<file path="config.mk">
export PLATFORM = sky130hd
export DESIGN_NAME = cellframe_tx
export DESIGN_NICKNAME = d
export VERILOG_FILES = /design/src/rtl/cellframe_pkg.sv /design/src/rtl/cellframe_scrambler.sv /design/src/rtl/cellframe_sched.sv /design/src/rtl/cellframe_ser.sv /design/src/rtl/cellframe_tx.sv
export SDC_FILE = /design/constraint.sdc
export NUM_CORES = 1
export LEC_CHECK = 0
export CAP_MARGIN = 0
export CORE_UTILIZATION = 33
export CTS_CLUSTER_SIZE = 24
export DETAILED_ROUTE_END_ITERATION = 12
export DONT_BUFFER_PORTS = 1
export PLACE_DENSITY = 0.57
export SLEW_MARGIN = 10
export SYNTH_ARGS = -nofsm -noshare
export SYNTH_HDL_FRONTEND = slang
export SYNTH_SLANG_ARGS = --single-unit
export TNS_END_PERCENT = 10
</file>
<file path="constraint.sdc">
create_clock -name clk -period 3.74 [get_ports clk]
set_clock_uncertainty 0.1 [all_clocks]
set_input_delay 0.187 -clock clk [delete_from_list [all_inputs] [get_ports clk]]
set_output_delay 0.187 -clock clk [all_outputs]
set_load 0.01 [all_outputs]
</file>
<file path="src/rtl/cellframe_pkg.sv">
package cellframe_pkg;
  localparam int SYM_W  = 5;
  localparam int NIB_W  = 4;
  localparam int BYTE_W = 8;
  localparam int WORD_W = 2 * SYM_W;

  localparam logic [SYM_W-1:0] SYM_ESC = 5'b11000;

  typedef enum logic [2:0] {
    SLOT_IDLE,
    SLOT_DATA,
    SLOT_CMD_RST,
    SLOT_CMD_KEEP,
    SLOT_MARK
  } slot_kind_t;

  function automatic logic [SYM_W-1:0] enc_nib(input logic [NIB_W-1:0] n);
    logic [SYM_W-1:0] s;
    case (n)
      4'h0: s = 5'b11110;
      4'h1: s = 5'b01001;
      4'h2: s = 5'b10100;
      4'h3: s = 5'b10101;
      4'h4: s = 5'b01010;
      4'h5: s = 5'b01011;
      4'h6: s = 5'b01110;
      4'h7: s = 5'b01111;
      4'h8: s = 5'b10010;
      4'h9: s = 5'b10011;
      4'hA: s = 5'b10110;
      4'hB: s = 5'b10111;
      4'hC: s = 5'b11010;
      4'hD: s = 5'b11011;
      4'hE: s = 5'b11100;
      default: s = 5'b11101;
    endcase
    return s;
  endfunction

  localparam logic [WORD_W-1:0] IDLE_WORD = {5'b11110, 5'b11110};
endpackage

</file>
<file path="src/rtl/cellframe_scrambler.sv">
module cellframe_scrambler #(
  parameter int                LFSR_W = 10,
  parameter logic [LFSR_W-1:0] TAPS   = 10'h240,
  parameter logic [LFSR_W-1:0] SEED   = 10'h3FF,
  parameter int                KEY_W  = 8
) (
  input  logic             clk,
  input  logic             rst_n,
  input  logic             load_i,
  input  logic             adv_i,
  output logic [KEY_W-1:0] key_o
);
  logic [LFSR_W-1:0] state_q, state_d, state_adv;

  always_comb begin
    logic [LFSR_W-1:0] st;
    logic              fb;
    st = state_q;
    key_o = '0;
    for (int k = 0; k < KEY_W; k++) begin
      fb = ^(st & TAPS);
      key_o[KEY_W-1-k] = fb;
      st = {st[LFSR_W-2:0], fb};
    end
    state_adv = st;
  end

  always_comb begin
    state_d = state_q;
    if (load_i)     state_d = SEED;
    else if (adv_i) state_d = state_adv;
  end

  always_ff @(posedge clk or negedge rst_n) begin
    if (!rst_n) state_q <= SEED;
    else        state_q <= state_d;
  end

  // a restart request leaves the generator at its seed
  p_seed_load_r2: assert property (@(posedge clk) disable iff (!rst_n)
    load_i |=> (state_q == SEED));
  // no cell byte, no movement
  p_hold_r10: assert property (@(posedge clk) disable iff (!rst_n)
    (!load_i && !adv_i) |=> $stable(state_q));
  // the generator never locks up at zero
  p_nonzero_r7: assert property (@(posedge clk) disable iff (!rst_n)
    state_q != '0);
endmodule

</file>
<file path="src/rtl/cellframe_sched.sv">
module cellframe_sched
  import cellframe_pkg::*;
#(
  parameter int CELL_BYTES = 53
) (
  input  logic              clk,
  input  logic              rst_n,
  input  logic              slot_end_i,
  input  logic [BYTE_W-1:0] cell_data_i,
  input  logic              cell_valid_i,
  input  logic              cell_sof_i,
  input  logic              cell_scr_rst_i,
  input  logic              sync_i,
  input  logic [BYTE_W-1:0] key_i,
  output logic              cell_ready_o,
  output logic              scr_load_o,
  output logic              scr_adv_o,
  output logic [WORD_W-1:0] word_o
);
  localparam int REM_W = $clog2(CELL_BYTES + 1);

  logic [REM_W-1:0] rem_q, rem_d;
  logic             pend_q, pend_d;
  slot_kind_t       kind;
  logic [BYTE_W-1:0] scr_byte;

  always_comb begin
    kind         = SLOT_IDLE;
    cell_ready_o = 1'b0;
    scr_load_o   = 1'b0;
    scr_adv_o    = 1'b0;
    rem_d        = rem_q;
    if (slot_end_i) begin
      if (pend_q || sync_i) begin
        kind = SLOT_MARK;
      end else if (rem_q != '0) begin
        cell_ready_o = 1'b1;
        if (cell_valid_i) begin
          kind      = SLOT_DATA;
          scr_adv_o = 1'b1;
          rem_d     = rem_q - 1'b1;
        end
      end else if (cell_valid_i && cell_sof_i) begin
        rem_d = REM_W'(CELL_BYTES);
        if (cell_scr_rst_i) begin
          kind       = SLOT_CMD_RST;
          scr_load_o = 1'b1;
        end else begin
          kind = SLOT_CMD_KEEP;
        end
      end
    end
    pend_d = (kind == SLOT_MARK) ? 1'b0 : (pend_q || sync_i);
  end

  always_comb begin
    scr_byte = cell_data_i ^ key_i;
    case (kind)
      SLOT_DATA:     word_o = {enc_nib(scr_byte[7:4]), enc_nib(scr_byte[3:0])};
      SLOT_CMD_RST:  word_o = {SYM_ESC, SYM_ESC};
      SLOT_CMD_KEEP: word_o = {SYM_ESC, enc_nib(4'h4)};
      SLOT_MARK:     word_o = {SYM_ESC, enc_nib(4'h8)};
      default:       word_o = IDLE_WORD;
    endcase
  end

  always_ff @(posedge clk or negedge rst_n) begin
    if (!rst_n) begin
      rem_q  <= '0;
      pend_q <= 1'b0;
    end else begin
      rem_q  <= rem_d;
      pend_q <= pend_d;
    end
  end

  // a held request is served at the slot boundary
  p_mark_clears_r4: assert property (@(posedge clk) disable iff (!rst_n)
    (slot_end_i && pend_q) |=> !pend_q);
  // each accepted byte lowers the remaining count by one
  p_cell_count_r5: assert property (@(posedge clk) disable iff (!rst_n)
    (cell_ready_o && cell_valid_i) |=> (rem_q == $past(rem_q) - 1'b1));
  // a start-of-cell command arms a full cell
  p_sof_arms_r2: assert property (@(posedge clk) disable iff (!rst_n)
    (slot_end_i && !pend_q && !sync_i && rem_q == '0 && cell_valid_i && cell_sof_i)
      |=> (rem_q == REM_W'(CELL_BYTES)));
  p_rem_bound_r5: assert property (@(posedge clk) disable iff (!rst_n)
    rem_q <= REM_W'(CELL_BYTES));
endmodule

</file>
<file path="src/rtl/cellframe_ser.sv">
module cellframe_ser
  import cellframe_pkg::*;
(
  input  logic              clk,
  input  logic              rst_n,
  input  logic [WORD_W-1:0] word_i,
  output logic              slot_end_o,
  output logic              line_o
);
  localparam int CNT_W = $clog2(WORD_W);
  localparam logic [CNT_W-1:0] LAST = CNT_W'(WORD_W - 1);

  logic [CNT_W-1:0]  cnt_q, cnt_d;
  logic [WORD_W-1:0] sh_q, sh_d;
  logic              line_q, line_d;

  assign slot_end_o = (cnt_q == LAST);
  assign line_o     = line_q;

  always_comb begin
    cnt_d  = slot_end_o ? '0 : cnt_q + 1'b1;
    sh_d   = slot_end_o ? word_i : {sh_q[WORD_W-2:0], 1'b0};
    line_d = line_q ^ sh_q[WORD_W-1];
  end

  always_ff @(posedge clk or negedge rst_n) begin
    if (!rst_n) begin
      cnt_q  <= '0;
      sh_q   <= IDLE_WORD;
      line_q <= 1'b0;
    end else begin
      cnt_q  <= cnt_d;
      sh_q   <= sh_d;
      line_q <= line_d;
    end
  end

  // the chosen word enters the shifter whole at the boundary
  p_word_load_r8: assert property (@(posedge clk) disable iff (!rst_n)
    slot_end_o |=> (sh_q == $past(word_i)));
  // boundaries never fall on adjacent clocks
  p_slot_gap_r11: assert property (@(posedge clk) disable iff (!rst_n)
    slot_end_o |=> !slot_end_o);
endmodule

</file>
<file path="src/rtl/cellframe_tx.sv">
module cellframe_tx
  import cellframe_pkg::*;
#(
  parameter int          CELL_BYTES = 53,
  parameter int          LFSR_W     = 10,
  parameter logic [9:0]  LFSR_TAPS  = 10'h240,
  parameter logic [9:0]  LFSR_SEED  = 10'h3FF
) (
  input  logic       clk,
  input  logic       rst_n,
  input  logic [7:0] cell_data_i,
  input  logic       cell_valid_i,
  input  logic       cell_sof_i,
  input  logic       cell_scr_rst_i,
  output logic       cell_ready_o,
  input  logic       sync_i,
  output logic       line_o
);
  logic              slot_end;
  logic              scr_load, scr_adv;
  logic [BYTE_W-1:0] key;
  logic [WORD_W-1:0] word;

  cellframe_scrambler #(
    .LFSR_W (LFSR_W),
    .TAPS   (LFSR_W'(LFSR_TAPS)),
    .SEED   (LFSR_W'(LFSR_SEED)),
    .KEY_W  (BYTE_W)
  ) u_scr (
    .clk    (clk),
    .rst_n  (rst_n),
    .load_i (scr_load),
    .adv_i  (scr_adv),
    .key_o  (key)
  );

  cellframe_sched #(
    .CELL_BYTES (CELL_BYTES)
  ) u_sched (
    .clk            (clk),
    .rst_n          (rst_n),
    .slot_end_i     (slot_end),
    .cell_data_i    (cell_data_i),
    .cell_valid_i   (cell_valid_i),
    .cell_sof_i     (cell_sof_i),
    .cell_scr_rst_i (cell_scr_rst_i),
    .sync_i         (sync_i),
    .key_i          (key),
    .cell_ready_o   (cell_ready_o),
    .scr_load_o     (scr_load),
    .scr_adv_o      (scr_adv),
    .word_o         (word)
  );

  cellframe_ser u_ser (
    .clk        (clk),
    .rst_n      (rst_n),
    .word_i     (word),
    .slot_end_o (slot_end),
    .line_o     (line_o)
  );

  // a fresh reset leaves the handshake closed
  p_reset_quiet_r1: assert property (@(posedge clk) disable iff (!rst_n)
    $rose(rst_n) |-> !cell_ready_o);
endmodule

</file>
# Word level (Yosys, flattened, before mapping)
# Memories as Yosys holds them, arrays and structs flattened.
# Cells that the tools add are included.
[classes]
add_sub_neg = 2
n_eq_ne = 6
mux = 27
n_bitwise = 3
reduce_logical = 14
[op_table]
columns = ["operator", "count"]
rows = [
  ["$reduce_xor 10->1", 8],
  ["$pmux 10 s4", 1],
  ["$mux 10", 3],
  ["$mux 6", 3],
  ["$mux 1", 15],
  ["$mux 3", 4],
  ["$xor 8x8->8", 1],
  ["$eq 3x2->1 const B", 2],
  ["$reduce_bool 6->1", 1],
  ["$sub 6x1->6 const B", 1],
  ["$add 4x1->4 const B", 1],
  ["$eq 4x4->1 const B", 1],
  ["$mux 4", 1],
  ["$reduce_and 4->1", 1],
  ["$reduce_bool 2->1", 2],
  ["$eq 3x1->1 const B", 1],
  ["$eq 3x3->1 const B", 1],
  ["$ne 2x2->1 const B", 1],
  ["$logic_and 1x1->1", 1],
  ["$logic_or 1x1->1", 1],
  ["$not 1->1", 1],
  ["$xor 1x1->1", 1],
]
[word_totals]
regBits = 32
mem_bits_ro = 160
in_bits = 14
out_inout_bits = 2
wordCells = 60
mem_count = 2
[memory_table]
columns = ["memory", "words", "word_bits", "read_ports", "rd_ports_with_merged_regs", "wr", "line", "text"]
rows = [
  ["(name not given)", 16, 5, 1, 0, 0, "cellframe_pkg.sv:19", "case (n)"],
  ["(name not given)", 16, 5, 1, 0, 0, "cellframe_pkg.sv:19", ""],
]

# Longest topological paths before layout
# Gate-level depths: netlist of run 1.
[depth]
depth_word = 8
ltp_mapped = 9
ltp_nobuf = 6

# Modules after synthesis
# From an unflattened synthesis of run 1, not the netlist that was laid out.
[unflattened]
cells_unflattened = 161
hier_area_um2 = 1801.7
[modules_own_cells]
columns = ["mod", "n_inst", "cells_per_inst", "area_per_inst_um2"]
rows = [
  ["cellframe_sched", 1, 82, 685.7],
  ["cellframe_ser", 1, 38, 603.1],
  ["cellframe_scrambler", 1, 41, 513.0],
]

# Least setup slack after synthesis of run 1
# No wires, ideal clock.
[synth_path]
path_type = "register to register"
startpoint = "reg u_sched.rem_q[3]"
endpoint = "reg u_sched.rem_q[1]"
setup_time_ns = 0.104
arrival_ns = 1.555
required_ns = 3.536
slack_ns = 1.981
stages_incl_launch_ff = 5
path_buffers = 1
synth_period_minus_slack_ns = 1.759
path_cell_list = "dfrtp_1 > or3_1 > buf_2 > o311a_4 > a221oi_1"
[synth_between]
elab_chain_len = 3
elab_cells_between_ends = 5
classes_between = "eq/ne (1); mux (1); reduce/logical (3)"
[synth_rtl]
columns = ["element", "line", "text"]
rows = [
  ["start: declaration", "cellframe_sched.sv:22", "logic [REM_W-1:0] rem_q, rem_d;"],
  ["start signal: assignment", "cellframe_sched.sv:72", "rem_q <= rem_d;"],
  ["$reduce_bool 6->1 (*)", "cellframe_sched.sv:36", "end else if (rem_q != '0) begin"],
  ["$ne 2x2->1 (no source line) or $reduce_bool 2->1 (tied branches)", "--", ""],
  ["$reduce_and 4->1 (no source line)", "--", ""],
]
# Every way passes the cells marked *; elsewhere a longest branch is shown, timed or not.
# A chain may end at the register's enable or synchronous reset.

# Final worst setup path of run 1
[layout_path]
startpoint = "reg u_ser.cnt_q[2]"
endpoint = "out cell_ready_o"
[layout_between]
elab_chain_len = 2
[layout_rtl]
columns = ["element", "line", "text"]
rows = [
  ["start: declaration", "cellframe_ser.sv:13", "logic [CNT_W-1:0] cnt_q, cnt_d;"],
  ["start signal: assignment", "cellframe_ser.sv:32", "cnt_q <= cnt_d;"],
  ["$eq 4x4->1", "cellframe_ser.sv:17", "assign slot_end_o = (cnt_q == LAST);"],
  ["$mux 1", "cellframe_sched.sv:33", "if (slot_end_i) begin"],
  ["end: declaration", "cellframe_tx.sv:15", "output logic cell_ready_o,"],
]
# No other way between the ends.

==> results of run 1 <==
-- stage by stage --
stage	utilization, %	area [um2]	setup slack [ps]
after floorplan	-	1900	1980
after global placement	35.5	1960	1550
after detailed placement	35.5	1960	1530
after CTS	38.1	2100	1390
after global routing	38.1	2100	1260
final	38.1	2100	1390
-- per-layer routing --
| layer | vias up | global-route usage [%] | wire (um) | part of all wire [%] |
|---|---|---|---|---|
| li1 | 664 | - | - | - |
| met1 | 655 | 18.6 | 1810 | 47 |
| met4 | 0 | 6.23 | 70 | 1.8 |
| met2 | 29 | 22.0 | 1790 | 46 |
| met5 | - | 0 | 0 | 0 |
| met3 | 5 | 4.00 | 186 | 4.8 |
-- worst paths after layout --
path                                     startpoint                      endpoint  cells after the start
max in group asynchronous                     rst_n  u_scr.state_q[5]$_DFFE_PN1P_                      2
max                        u_ser.cnt_q[2]$_DFF_PN0_                  cell_ready_o                      3
min reg2reg                 u_ser.sh_q[5]$_DFF_PN0_       u_ser.sh_q[6]$_DFF_PN1_                      1
min                                    cell_valid_i       u_ser.sh_q[6]$_DFF_PN1_                      2
min in group asynchronous                     rst_n       u_ser.sh_q[0]$_DFF_PN0_                      2
max reg2reg                u_ser.cnt_q[2]$_DFF_PN0_  u_scr.state_q[7]$_DFFE_PN1P_                      4
-- synth_stat cells (2+ instances only) --
master,count,share of area (%)
nand2_1,24,4.7
dfstp_2,18,25
nor2_1,16,3.2
dfrtp_1,14,18
o211ai_1,9,3.6
xnor2_1,9,4.2
a21oi_1,8,2.1
nor3_1,6,1.6
a31oi_1,5,1.6
nand3_1,5,1.3
o21ai_0,5,1.3
xnor3_1,5,5.9
inv_1,4,0.79
and3_1,3,0.99
buf_2,3,0.79
nor2b_1,3,0.99
xor2_1,3,1.4
xor3_1,3,3.8
a211oi_1,2,0.79
buf_4,2,0.79
clkbuf_1,2,0.40
ha_1,2,1.3
mux2i_1,2,1.1
nand2b_1,2,0.66
nor3_2,2,1.1
nor3b_1,2,0.79
o311ai_0,2,0.92
or3_1,2,0.66
-- worst reg2reg max path, delay by kind of cell (launching register included) --
family           cells  cell delay [ps]
flip-flops           1              430
AND/OR/NAND/NOR      3             1410
AO/OA/AOI/OAI        1              200
-- logic make-up (layout without fill, tap and decap cells) --
| logic type | count (synthesis) | in the layout |
|---|---|---|
| DFF | 32 | 32 |
| AOI/OAI and AO/OA | 43 | 43 |
| muxes | 3 | 3 |
| adders and majority gates | 2 | 2 |
| xor gates and xnor gates | 20 | 20 |
| and+or+nand+nor | 69 | 69 |
| buffers and inverters | 11 | 17 |
-- sequential cells by signal, summed over array words and instances, names as in the netlist --
signal	count
u_scr.state_q	10
u_ser.cnt_q	4
u_sched.rem_q	6
u_sched.pend_q	1
u_ser.line_o	1
u_ser.sh_q	10
-- layout make-up --
type	count	area [um2]
flip-flops and latches	32	823
repair buffers	5	57.6
fillers	539	3410
clock buffers	8	90.1
inverters	4	15.0
well taps	72	90.1
multi-input cells	137	1020
-- report_power, final --
part	switching [mW]	internal [mW]	total, mW
clock network	0.124	0.150	0.274
logic	0.0392	0.0340	0.0732
registers	0.0126	0.358	0.371
-- timing repair --
| item | 4_1_cts | 5_1_grt |
|---|---|---|
| hold buffers | 4 | 0 |
| gates resized for setup | 0 | 0 |
| hold endpoints to repair | 34 | 0 |
==> metrics.cfg, run 1 <==
[outcome]
status=finished, final reports clean

[floorplan]
start_util_pct=34.4
die_w_um=77.8
die-area_mm2=0.00606
rows=27
die_h_um=77.8
io_pins=16
fp.coreArea_mm2=0.00551

[power]
power_density_mw_per_mm2=343
finalPower_mw=0.718
vdd_drop_max_uv=162
p_leak_nw=0.836

[logic_synthesis]
synth-xor-area-share_pct=15.2
synth_mux_area_share_pct=1.65
synth-simple-area-share_pct=18.3
synth_edf_count=0
synth-adder-area-share_pct=1.32
postSynthCellCount=180
synth_top_family_by_area=simple AND/OR/NAND/NOR gates
synth.distinct_cells=45
synth-seq-cells=32
ys_seq_area_share_pct=43.4
synth_compound_area_share_pct=17.3
netlist_area_mm2=0.00190
synthFlopType=dfstp_2
avgSynthCellArea_um2=10.5
synth_warnings=0
syn_nets=196
async_flop_share_pct=100

[clocking]
path_clk_slew_ps=60
clock_latency_ps=290
cts_tree=built
cts.path.max_buffers=2
cts_sinks=32
post_cts_buffers=0
numCtsBuffers=5
htreeDepth=2
cts_root_buf=clkbuf_8

[worst_setup_path]
cp_top_family=simple AND/OR/NAND/NOR gates
slowest_stage=nor3_2
cp.arrival_ps=2060
cpPeakStageDelay_ps=630
reg2reg_slack_ps=1530
end_kind=output pin
worstSetupPathType=reg2out
critPathLaunchType=flop
path_max_fanout=9
crit_chain=nand4bb_1, nor3_2, nor2b_1
crit_buf_inv=0
cp_data_required_time_ps=3450

[global_routing]
grt_pass1_wl_mm=6.48
antenna_found_initial=0
grt_usage_pct=14.3
grt_overflow=0
grt_pass1_vias=1328
grt_max_degree=33

[layout]
final_cell_mix=nand2_1 (24), dfstp_2 (18), nor2_1 (16)
area_delta_synth_final_pct=10.6
n_antenna_cell=0
finalNonFillerCells=258
drive_gt1_share_pct=19.4
fin_nets=201
mostFrequentLayoutCell=nand2_1

[timing]
setup_viol=0
max_freq_mhz=426
slew_headroom_pct=54.4
finalHoldViolCount=0
drv_slew=0
period_needed_ps=2350
fin_crit_sh_pct=62.8
final.setup.tns_ps=0
whs_ps=38.4
max_slew.worst_pin.slew_ps=681
rsz0062_at_grt=no

[drt]
avgRoutedWirePerCell_um=14.9
drc=0
initialDrtViolationCount=78
finalWirelength_mm=3.85
firstDrtPassIters=4
vias_per_cell=5.24
vias=1353
drtAntennaViolNets=0

[placement]
port_buffers=0
gp_congestion=0.792
dp.cells=246
hpwl_mm=2.74

[run]
cap_violations=0

[worst_hold_path]
hold_class=in2reg

Power figures use the tool's default switching activity.
==> inputs of run 2 (changes only) <==
--- a/config.mk
+++ b/config.mk
@@ -10,7 +10,7 @@
 export CTS_CLUSTER_SIZE = 24
 export DETAILED_ROUTE_END_ITERATION = 12
 export DONT_BUFFER_PORTS = 1
-export PLACE_DENSITY = 0.57
+export PLACE_DENSITY = 0.58
 export SLEW_MARGIN = 10
 export SYNTH_ARGS = -nofsm -noshare
 export SYNTH_HDL_FRONTEND = slang
==> constraint.sdc (replaced) <==
create_clock -name clk -period 2 [get_ports clk]
set_clock_uncertainty 0.1 [all_clocks]
set_input_delay 0.1 -clock clk [delete_from_list [all_inputs] [get_ports clk]]
set_output_delay 0.1 -clock clk [all_outputs]
set_load 0.01 [all_outputs]
==> run 2 against run 1 <==
Net effect:
- die area did not move
- final cell count rose by 4.3%
- non-clock buffer count rose by 11
- largest power group unchanged
- highest routed layer unchanged
==> metrics.cfg, run 2 (synthesis results as in run 1) <==
[outcome]
status=finished, final reports clean

[timing]
rsz0062_at_grt=yes
period_needed_ps=1950
fin_crit_sh_pct=97.6
whs_ps=34.4  ; -3.98 ps
slew_headroom_pct=70.6  ; +16 points
max_slew.worst_pin.slew_ps=440  ; -241 ps
finalHoldViolCount=0  ; unchanged
setup_viol=0  ; unchanged
max_freq_mhz=512
drv_slew=0  ; unchanged

[drt]
initialDrtViolationCount=40  ; -49%
firstDrtPassIters=4  ; unchanged
drtAntennaViolNets=0  ; unchanged
drc=0  ; unchanged
highest_layer=met4
met2_length_mm=1.96  ; +9.4%
vias_per_cell=5.16  ; -1.7%
finalWirelength_mm=4.05  ; +5.0%
drt-met1-wl_mm=1.91  ; +5.5%
vias=1387  ; +2.5%
dr_wl_met3_um=132  ; -29%
avgRoutedWirePerCell_um=15.0  ; +0.69%

[layout]
fillers=545  ; +1.1%
drive_gt1_share_pct=24.4  ; +5.0 points
ff_latch_area_um2=823  ; unchanged
multi_input_area_mm2=0.00104  ; +1.6%
area_delta_synth_final_pct=17.6
final_cell_mix=nand2_1 (24), dfstp_2 (18), nor2_1 (16)
fin_area_mm2=0.00223  ; +6.4%
mostFrequentLayoutCell=nand2_1
fin_nets=212  ; +5.5%
n_antenna_cell=0  ; unchanged
largestRegisters=u_scr.state_q x10, u_ser.sh_q x10, u_sched.rem_q x6

[power]
p_leak_nw=0.909  ; +8.8%
power_density_mw_per_mm2=651  ; +90%
vdd_drop_max_uv=480  ; +200%

[global_routing]
grt_pass1_wl_mm=6.66  ; +2.8%
grt_usage_pct=14.4  ; +0.097 points
grt_pass1_vias=1336  ; +0.60%
antenna_found_initial=0  ; unchanged
grt_max_degree=33  ; unchanged
grt_overflow=0  ; unchanged

[placement]
place_area_mm2=0.00204  ; +4.1%
hpwl_mm=2.82  ; +3.0%
gp_congestion=0.775  ; -2.1%
port_buffers=0  ; unchanged

[floorplan]
io_pins=16  ; unchanged
die_w_um=77.8  ; unchanged
start_util_pct=34.4  ; unchanged
die-area_mm2=0.00606  ; unchanged
die_h_um=77.8  ; unchanged
rows=27  ; unchanged
fp.coreArea_mm2=0.00551  ; unchanged

[worst_setup_path]
end_kind=flop
reg2reg_slack_ps=50  ; -1480 ps
path_max_fanout=4  ; -5
cp_top_family=XOR/XNOR gates
critPathLaunchType=flop
cp_data_required_time_ps=2080  ; -1370 ps
cp.arrival_ps=2030  ; -30 ps
crit_chain=xnor3_1, xor2_1, a21oi_1, a211oi_1
cpPeakStageDelay_ps=570  ; -60 ps
crit_buf_inv=0  ; unchanged
worstSetupPathType=reg2reg
slowest_stage=dfstp_2

[clocking]
numCtsBuffers=5  ; unchanged
cts_root_buf=clkbuf_8
path_clk_slew_ps=70  ; about the same
post_cts_buffers=0  ; unchanged
cts.path.max_buffers=2  ; unchanged
htreeDepth=2  ; unchanged
cts_tree=built
cts_sinks=32  ; unchanged
clock_latency_ps=280  ; about the same

[worst_hold_path]
hold_class=in2reg

[run]
cap_violations=0  ; unchanged

[run 2: changes by cell type in the layout (fill, tap and decap cells not counted), sizes merged]
cell,previous run,this run
buf,2,11
clkbuf,8,6
dlygate4sd3,3,5
bufinv,0,1
clkinv,0,1
[run 2: power breakdown]
group / switching (mW) / internal, mW
registers: 0.0227 / 0.670
clock network: 0.241 / 0.369
logic: 0.0778 / 0.0713
[run 2: worst paths after layout]
check | from | endpoint | cells after the start
min in group asynchronous | rst_n | u_ser.line_o$_DFF_PN0_ | 2
max in group asynchronous | rst_n | u_ser.sh_q[3]$_DFF_PN1_ | 2
worst min-delay path | cell_data_i[4] | u_ser.sh_q[5]$_DFF_PN0_ | 2
worst max register to register | u_scr.state_q[2]$_DFFE_PN1P_ | u_ser.sh_q[2]$_DFF_PN1_ | 4
worst max-delay path | u_scr.state_q[2]$_DFFE_PN1P_ | u_ser.sh_q[2]$_DFF_PN1_ | 4
worst min register to register | u_ser.sh_q[7]$_DFF_PN1_ | u_ser.sh_q[8]$_DFF_PN1_ | 2
[run 2: final cells by class]
class | instances | share of cell area, %
flip-flops and latches | 32 | 36.9
well taps | 72 | 4.04
clock buffers | 6 | 3.25
clock inverters | 2 | 1.57
multi-input cells | 137 | 46.5
inverters | 4 | 0.673
repair buffers | 16 | 7.07
[run 2: worst reg2reg max path, cell delays in order, from the launching register on]
cell and delay, ps:
dfstp_2 570, xnor3_1 440, xor2_1 310, a21oi_1 130, a211oi_1 300
[run 2: metrics by stage]
step / power (mW) / util (%) / setup slack [ps] / setup TNS (ps) / cells
after global routing: 1.52 / 40.5 / -14.8 / -17.6 / 269
after CTS: 1.47 / 40.2 / 21.2 / 0 / 269
after detailed placement: 0.824 / 37.0 / 86.3 / 0 / 255
final: 1.45 / 40.5 / 47.3 / 0 / 269
after floorplan: 0.799 / - / 241 / 0 / 180
after global placement: 0.823 / 37.0 / 75.8 / 0 / 255
[run 2: metal layers]
metal	track usage [%]	vias to the layer above
met4	5.66	0
met1	19.1	669
met2	22.7	24
met3	3.18	4
li1	-	690
met5	0	-
[run 2: repair_timing]
item	in CTS	in global routing
setup endpoints to repair	0	2
gates resized for setup	0	3
hold buffers	6	0
hold endpoints to repair	48	0
